<file path="src/rtl/smbr_pkg.sv">
// Shared definitions for the strap-addressed register bus target.
// Assumes bytes on the bus are eight bits wide.
package smbr_pkg;
    localparam int BYTE_W = 8;

    typedef enum logic [2:0] {
        ST_IDLE,
        ST_ADDR,
        ST_ADDR_ACK,
        ST_INDEX,
        ST_INDEX_ACK,
        ST_DATA,
        ST_DATA_ACK,
        ST_IGNORE
    } smbr_state_e;
endpackage

</file>
<file path="src/rtl/smbr_line_sync.sv">
// Synchroniser and edge detector for one bus line.
// Assumes the line idles high; resets the pipeline to ones so no edge is
// reported after reset. Latency from pin to edge pulse is STAGES+1 clocks.
module smbr_line_sync #(
    parameter int STAGES = 2
) (
    input  logic clk,
    input  logic rst_n,
    input  logic line_i,
    output logic level_o,
    output logic rise_o,
    output logic fall_o
);
    logic [STAGES:0] pipe_q;

    // Shift the pin level through the synchroniser plus one history flop.
    always_ff @(posedge clk) begin
        if (!rst_n) pipe_q <= '1;
        else        pipe_q <= {pipe_q[STAGES-1:0], line_i};
    end

    assign level_o = pipe_q[STAGES-1];
    assign rise_o  =  pipe_q[STAGES-1] & ~pipe_q[STAGES];
    assign fall_o  = ~pipe_q[STAGES-1] &  pipe_q[STAGES];
endmodule

</file>
<file path="src/rtl/smbr_byte_fsm.sv">
// Byte-level protocol engine: shifts bits in on SCL rise, decides on the
// acknowledge at the SCL fall after the eighth bit, and releases SDA at the
// fall that ends the ninth clock. Assumes start_i/stop_i are single pulses.
module smbr_byte_fsm
    import smbr_pkg::*;
#(
    parameter int ADDR_W = 7
) (
    input  logic              clk,
    input  logic              rst_n,
    input  logic              scl_lvl_i,
    input  logic              scl_rise_i,
    input  logic              scl_fall_i,
    input  logic              sda_lvl_i,
    input  logic              start_i,
    input  logic              stop_i,
    input  logic [ADDR_W-1:0] dev_addr_i,
    output logic              sda_oe_o,
    output logic [BYTE_W-1:0] byte_o,
    output logic              idx_ld_o,
    output logic              wr_stb_o
);
    localparam int CNT_W = $clog2(BYTE_W);

    smbr_state_e       state_q;
    logic [CNT_W-1:0]  bit_cnt_q;
    logic [BYTE_W-1:0] shreg_q;
    logic              full_q;
    logic              oe_q;
    logic              idx_ld_q;
    logic              wr_stb_q;

    // Sequence the transfer: bit capture, ACK decision, ACK release.
    always_ff @(posedge clk) begin
        if (!rst_n) begin
            state_q   <= ST_IDLE;
            bit_cnt_q <= '0;
            shreg_q   <= '0;
            full_q    <= 1'b0;
            oe_q      <= 1'b0;
            idx_ld_q  <= 1'b0;
            wr_stb_q  <= 1'b0;
        end else begin
            idx_ld_q <= 1'b0;
            wr_stb_q <= 1'b0;
            if (start_i) begin
                state_q   <= ST_ADDR;
                bit_cnt_q <= '0;
                full_q    <= 1'b0;
                oe_q      <= 1'b0;
            end else if (stop_i) begin
                state_q <= ST_IDLE;
                full_q  <= 1'b0;
                oe_q    <= 1'b0;
            end else begin
                case (state_q)
                    ST_ADDR, ST_INDEX, ST_DATA: begin
                        if (scl_rise_i && !full_q) begin
                            shreg_q   <= {shreg_q[BYTE_W-2:0], sda_lvl_i};
                            bit_cnt_q <= bit_cnt_q + 1'b1;
                            if (bit_cnt_q == CNT_W'(BYTE_W-1)) full_q <= 1'b1;
                        end else if (scl_fall_i && full_q) begin
                            full_q <= 1'b0;
                            if (state_q == ST_ADDR) begin
                                if (shreg_q[BYTE_W-1:1] == dev_addr_i && !shreg_q[0]) begin
                                    oe_q    <= 1'b1;
                                    state_q <= ST_ADDR_ACK;
                                end else begin
                                    state_q <= ST_IGNORE;
                                end
                            end else if (state_q == ST_INDEX) begin
                                oe_q     <= 1'b1;
                                idx_ld_q <= 1'b1;
                                state_q  <= ST_INDEX_ACK;
                            end else begin
                                oe_q     <= 1'b1;
                                wr_stb_q <= 1'b1;
                                state_q  <= ST_DATA_ACK;
                            end
                        end
                    end
                    ST_ADDR_ACK, ST_INDEX_ACK, ST_DATA_ACK: begin
                        if (scl_fall_i) begin
                            oe_q      <= 1'b0;
                            bit_cnt_q <= '0;
                            if (state_q == ST_ADDR_ACK)       state_q <= ST_INDEX;
                            else if (state_q == ST_INDEX_ACK) state_q <= ST_DATA;
                            else                              state_q <= ST_IGNORE;
                        end
                    end
                    default: ;
                endcase
            end
        end
    end

    assign sda_oe_o = oe_q;
    assign byte_o   = shreg_q;
    assign idx_ld_o = idx_ld_q;
    assign wr_stb_o = wr_stb_q;

    AST_OE_RISES_SCL_LOW: assert property (@(posedge clk) disable iff (!rst_n)
        $rose(oe_q) |-> !scl_lvl_i);
    AST_SILENT_WHEN_IGNORING: assert property (@(posedge clk) disable iff (!rst_n)
        (state_q == ST_IGNORE) |-> !oe_q && !wr_stb_q);
    AST_STOP_RELEASES_SDA: assert property (@(posedge clk) disable iff (!rst_n)
        stop_i |=> !oe_q && !wr_stb_q);
    AST_START_NEW_ADDR: assert property (@(posedge clk) disable iff (!rst_n)
        start_i |=> state_q == ST_ADDR && !oe_q);
    AST_STB_SINGLE_CYCLE: assert property (@(posedge clk) disable iff (!rst_n)
        wr_stb_q |=> !wr_stb_q);
endmodule

</file>
<file path="src/rtl/smbr_regfile.sv">
// Register file with one write port and one combinational read port.
// Assumes a deterministic cleared state is wanted after reset.
module smbr_regfile #(
    parameter int IDX_W = 8,
    parameter int DAT_W = 8
) (
    input  logic             clk,
    input  logic             rst_n,
    input  logic             wr_en_i,
    input  logic [IDX_W-1:0] wr_idx_i,
    input  logic [DAT_W-1:0] wr_dat_i,
    input  logic [IDX_W-1:0] rd_idx_i,
    output logic [DAT_W-1:0] rd_dat_o
);
    localparam int DEPTH = 1 << IDX_W;

    logic [DAT_W-1:0] mem_q [DEPTH];

    // Clear on reset, otherwise store the strobed write.
    always_ff @(posedge clk) begin
        if (!rst_n) begin
            for (int i = 0; i < DEPTH; i++) mem_q[i] <= '0;
        end else if (wr_en_i) begin
            mem_q[wr_idx_i] <= wr_dat_i;
        end
    end

    assign rd_dat_o = mem_q[rd_idx_i];

    AST_WRITE_LANDS: assert property (@(posedge clk) disable iff (!rst_n)
        wr_en_i |=> mem_q[$past(wr_idx_i)] == $past(wr_dat_i));
endmodule

</file>
<file path="src/rtl/smbr_strap_slave.sv">
// Top level: strap-selected address, bus line conditioning, START/STOP
// detection, register pointer and register file. Assumes SCL and SDA never
// change in the same clock and each SCL phase exceeds SYNC_STAGES+1 clocks.
module smbr_strap_slave
    import smbr_pkg::*;
#(
    parameter int              SYNC_STAGES = 2,
    parameter int              IDX_W       = 8,
    parameter logic [6:0]      ADDR_LO     = 7'h4E,
    parameter logic [6:0]      ADDR_HI     = 7'h37
) (
    input  logic              clk,
    input  logic              rst_n,
    input  logic              strap_i,
    input  logic              scl_i,
    input  logic              sda_i,
    output logic              sda_oe_o,
    output logic              wr_stb_o,
    output logic [IDX_W-1:0]  wr_idx_o,
    output logic [BYTE_W-1:0] wr_dat_o,
    input  logic [IDX_W-1:0]  rd_idx_i,
    output logic [BYTE_W-1:0] rd_dat_o
);
    localparam int N_LINES = 2;   // index 0: SCL, index 1: SDA

    logic [N_LINES-1:0] pins, lvl, rise, fall;
    logic               addr_sel_q;
    logic [6:0]         dev_addr;
    logic               start_det, stop_det;
    logic [BYTE_W-1:0]  rx_byte;
    logic               idx_ld;
    logic               wr_stb;
    logic [IDX_W-1:0]   ptr_q;

    assign pins = {sda_i, scl_i};

    for (genvar g = 0; g < N_LINES; g++) begin : g_line
        smbr_line_sync #(.STAGES(SYNC_STAGES)) i_sync (
            .clk    (clk),
            .rst_n  (rst_n),
            .line_i (pins[g]),
            .level_o(lvl[g]),
            .rise_o (rise[g]),
            .fall_o (fall[g])
        );
    end

    // Capture the strap while reset is held; keep it afterwards.
    always_ff @(posedge clk) begin
        if (!rst_n) addr_sel_q <= strap_i;
    end

    assign dev_addr  = addr_sel_q ? ADDR_HI : ADDR_LO;
    assign start_det = lvl[0] & fall[1];
    assign stop_det  = lvl[0] & rise[1];

    smbr_byte_fsm #(.ADDR_W(7)) i_fsm (
        .clk       (clk),
        .rst_n     (rst_n),
        .scl_lvl_i (lvl[0]),
        .scl_rise_i(rise[0]),
        .scl_fall_i(fall[0]),
        .sda_lvl_i (lvl[1]),
        .start_i   (start_det),
        .stop_i    (stop_det),
        .dev_addr_i(dev_addr),
        .sda_oe_o  (sda_oe_o),
        .byte_o    (rx_byte),
        .idx_ld_o  (idx_ld),
        .wr_stb_o  (wr_stb)
    );

    // Load the register pointer from each completed index byte.
    always_ff @(posedge clk) begin
        if (!rst_n)      ptr_q <= '0;
        else if (idx_ld) ptr_q <= rx_byte[IDX_W-1:0];
    end

    smbr_regfile #(.IDX_W(IDX_W), .DAT_W(BYTE_W)) i_regs (
        .clk     (clk),
        .rst_n   (rst_n),
        .wr_en_i (wr_stb),
        .wr_idx_i(ptr_q),
        .wr_dat_i(rx_byte),
        .rd_idx_i(rd_idx_i),
        .rd_dat_o(rd_dat_o)
    );

    assign wr_stb_o = wr_stb;
    assign wr_idx_o = ptr_q;
    assign wr_dat_o = rx_byte;

    AST_STRAP_HELD: assert property (@(posedge clk) disable iff (!rst_n)
        $past(rst_n) |-> $stable(addr_sel_q));
    AST_PTR_STILL_DURING_WRITE: assert property (@(posedge clk) disable iff (!rst_n)
        wr_stb |-> !idx_ld && $stable(ptr_q));
endmodule

</file>
<file path="config.mk">
export PLATFORM = sky130hd
export DESIGN_NAME = smbr_strap_slave
export DESIGN_NICKNAME = d
export VERILOG_FILES = /design/src/rtl/smbr_pkg.sv /design/src/rtl/smbr_line_sync.sv /design/src/rtl/smbr_byte_fsm.sv /design/src/rtl/smbr_regfile.sv /design/src/rtl/smbr_strap_slave.sv
export SDC_FILE = /design/constraint.sdc
export NUM_CORES = 2
export LEC_CHECK = 0
export BUFFER_PORTS_ARGS = -buffer_cell sky130_fd_sc_hd__clkbuf_2
export CAP_MARGIN = 20
export CORE_MARGIN = 5
export CORE_UTILIZATION = 64
export CTS_CLUSTER_DIAMETER = 60
export DETAILED_ROUTE_END_ITERATION = 6
export GPL_ROUTABILITY_DRIVEN = 0
export GPL_TIMING_DRIVEN = 0
export PLACE_DENSITY = 0.8
export REMOVE_ABC_BUFFERS = 1
export SYNTH_ARGS = -nofsm -noshare
export SYNTH_HDL_FRONTEND = slang
export SYNTH_SLANG_ARGS = --single-unit
</file>
<file path="constraint.sdc">
create_clock -name clk -period 3 [get_ports clk]
set_input_delay 0.3 -clock clk [delete_from_list [all_inputs] [get_ports clk]]
set_output_delay 0.3 -clock clk [all_outputs]
set_load 0.005 [all_outputs]
</file>
==> key figures <==
Yosys
  – Seq cells post-synth: roughly 2,100
  – Syn. warnings: 0
  – Mapped Cells: about 6,600
  – Register area share after synthesis: 0.6411
  – Number of flops mapped to enable cells by yosys: ~2,000
  – Async SR Flop Fraction: 0
  – Post-synthesis adder-cell area fraction: 0.0003613
  – Synth Area in Compound Gates: 0.04380
  – Proportion of synthesized area in mux cells: 0.1241
  – Area leader, netlist: edfxtp_1
  – Largest family of logic cells by synthesized area: simple AND/OR/NAND/NOR gates
  – Synth Area in Simple Gates: 0.1597
  – Synth top area cells: edfxtp_1, and2_1, mux4_2, mux4_1, mux2i_1
  – Post-synth top flop: edfxtp_1
  – Synthesized cell area: about 97,000 µm²
  – Post-Synth XOR/XNOR Area: 0.00009032
  – Number of distinct library cells after synthesis: 76
  – Avg Synthesized Cell Area: around 15 µm²
  – Share of the synthesized area in the top cell type: 0.6345

Cells and area
  – Syn-to-layout area delta: 12.66%
  – Share of layout cells above drive strength 1: 0.1785
  – Post-layout nets: 6,645
  – Finished Cell Area: ~110,000 µm²
  – Most frequent cells in the layout: and2_1, edfxtp_1, mux4_2, nor2_1, clkbuf_16
  – Final Core Density: 0.7269
  – Commonest non-fill, non-tap cell in the layout: and2_1

Floorplanning
  – Die X: ~400 µm
  – Die area: roughly 160,000 µm²
  – Top-level port count: 39
  – Starting Density: 0.6452
  – Core area: around 150,000 µm²
  – Row cnt: 142
  – Die Height: approximately 400 µm

Timing
  – Worst Slack Setup Final: -0.6668 ns
  – F_max: about 270 MHz
  – Clock Skew: approximately 0.04 ns
  – Final Hold Fails: 0
  – Max-slew headroom: 0.1516
  – Final Setup Violations: 54
  – Final period util: 1.222
  – Worst slew pin tran: 1.273 ns
  – Max Slew Vio Count: 0
  – Min Tclk post-route: approximately 3.7 ns
  – Unrepaired setup endpoints after global routing: yes

Detailed routing
  – Average vias per placed instance: around 7
  – Post-route antenna net violation count: 0
  – Drt drc: 2
  – Routed vias: 60,310
  – Total routed wirelength: about 280,000 µm
  – WL per Instance: 31.36 µm
  – Drt initial violations: 9,902
  – Drt pass-1 iters: 7

Worst setup path
  – Reg2Reg Depth: 7
  – CP Capture Type: output port
  – Setup CP Type: in2out
  – CP startpoint kind: input port
  – R2R Path End: i_regs.mem_q[98][1]
  – Worst Path Required: about 2.7 ns
  – R2r startpoint: wr_idx_o[1]
  – R2r setup slk: -0.08 ns
  – Worst-path maximum fanout: 38
  – Crit path DAT: roughly 3.4 ns

Power and ir drop
  – PwrDens: approximately 580 nW/µm²
  – Max IR drop VDD: around 0.63 mV
  – Total power: about 63,000 µW
  – LEAKAGE: roughly 0.038 µW

Place
  – Area after DPL: 100,100 µm²
  – HPWL Detailed: roughly 160,000 µm
  – IO buf count: 38

GRT
  – First-pass GRT wire length: roughly 400,000 µm
  – Total gr overflow: 0
  – Total track usage: 0.3487
  – Vias in the first global route: 60,150
  – Largest net degree at the start of global routing: roughly 140
  – Initial antenna violation count: 7

CTS
  – CTS Buf Count: approximately 200
  – Clock slew seen by the registers of the worst setup and hold paths: ~0.060 ns
  – H-tree depth: 4
  – CTS tree: yes
  – Clock tree buffer depth: 3
  – Clock root buffer: clkbuf_16
  – Sink Count: around 2,100
  – Skew-Pair Late Insertion Delay: 0.86 ns

Worst hold path
  – Worst Hold Path EP: g_line[1].i_sync.pipe_q[2]
  – HP Start: rst_n
  – HP Class: in2reg
  – Hold path depth: 3

Outcome
  – Failing checks: DRC, setup timing
  – Status: finished with violations

Flow run
  – Max cap viols: 0
-- per-layer routing --
metal	GRT usage	part of all wire	up-vias
met2	0.5283	0.46	4595
li1	-	-	24640
met3	0.1111	0.14	967
met1	0.4565	0.33	30100
met5	0	0.00026	-
met4	0.1855	0.064	10
-- sequential cells by signal, summed over array words and instances, names as in the netlist --
name,count
i_fsm.idx_ld_o,1
i_fsm.byte_o,8
i_fsm.sda_oe_o,1
i_fsm.state_q,3
i_fsm.wr_stb_o,1
g_line.i_sync.pipe_q,6
addr_sel_q,1
i_fsm.bit_cnt_q,3
i_fsm.full_q,1
wr_idx_o,8
i_regs.mem_q,2048
-- how the worst max path moves through the flow --
stage | cells past startpoint | end | start
floorplan | 6 | i_fsm.state_q[0] | i_fsm.byte_o[7]
global placement | 8 | rd_dat_o[3] | rd_idx_i[0]
detailed placement | 11 | rd_dat_o[6] | rd_idx_i[0]
CTS | 7 | rd_dat_o[4] | i_regs.mem_q[91][4]
global route | 8 | rd_dat_o[2] | rd_idx_i[5]
finish | 10 | rd_dat_o[2] | rd_idx_i[2]
-- critical path, cell delays in order --
cell	delay [ns]
clkbuf_8	0.19
buf_16	0.20
or2b_4	0.37
buf_12	0.28
nor3_1	0.09
nor4_1	0.62
a21oi_1	0.31
nor4_4	0.55
nor4_4	0.19
buf_2	0.17
-- stage by stage --
step | std cells | worst slack, ns | TNS (ns) | hold WS (ns)
floorplan | 6022 | -1.505 | -668.09 | 0.3730
global placement | 8076 | -23.15 | - | 0.3900
detailed placement | 8343 | -3.076 | -3273.32 | 0.3933
CTS | 8803 | -0.5785 | -4.010 | 0.02245
global route | 8818 | -0.6364 | -6.588 | 0.04268
finish | 8828 | -0.6668 | -6.424 | 0.02674
-- cell type report --
cell class / count / area, µm²
tap: 2016 / 2522
clock inverter: 112 / 824.5
multi-input combinational: 3936 / 33200
antenna: 11 / 27.53
timing repair buffer: 402 / 5006
clock buffer: 262 / 5429
inverter: 8 / 38.79
sequential: 2081 / 62210
fill: 8641 / 41060
-- cell usage after synthesis (all sizes together) (11+ instances only) --
master	n
a21oi	73
a22o	27
mux2i	197
o21ai	286
buf	144
nand2	78
nand2b	13
a221oi	30
o22ai	23
dfxtp	32
nor3	37
edfxtp	2049
nor2	321
clkbuf	411
nand3	42
nor2b	25
nand4	15
a311oi	11
a22oi	92
nor4	15
mux4	428
o221ai	59
and2	2056
-- repair_timing --
action / 4_1_cts / 5_1_grt
cloned: 37 / 1
hold buffers: 3 / 0
setup endpoints to repair: 3609 / 673
resized for setup: 385 / 71
endpoints found under the hold margin: 3 / 0
pin swaps: 56 / 13
buffers inserted: 48 / 4
-- report_power, final --
| part | internal, µW | switching [µW] |
|---|---|---|
| sequential | 33300 | 430 |
| clock | 13600 | 11000 |
| combinational | 1910 | 2810 |
| total | 48800 | 14200 |
-- logic make-up (layout without fill, tap and decap cells) --
logic type      Yosys count  count (layout)
simple gates           2642            2645
flops                  2081            2081
compound gates          661             661
mux                     626             626
buf+inv                 565             784
fa+ha+maj                 3               3
xor+xnor                  1               1
other cells               0              11
No activity file was read; power rests on OpenSTA's default activity.
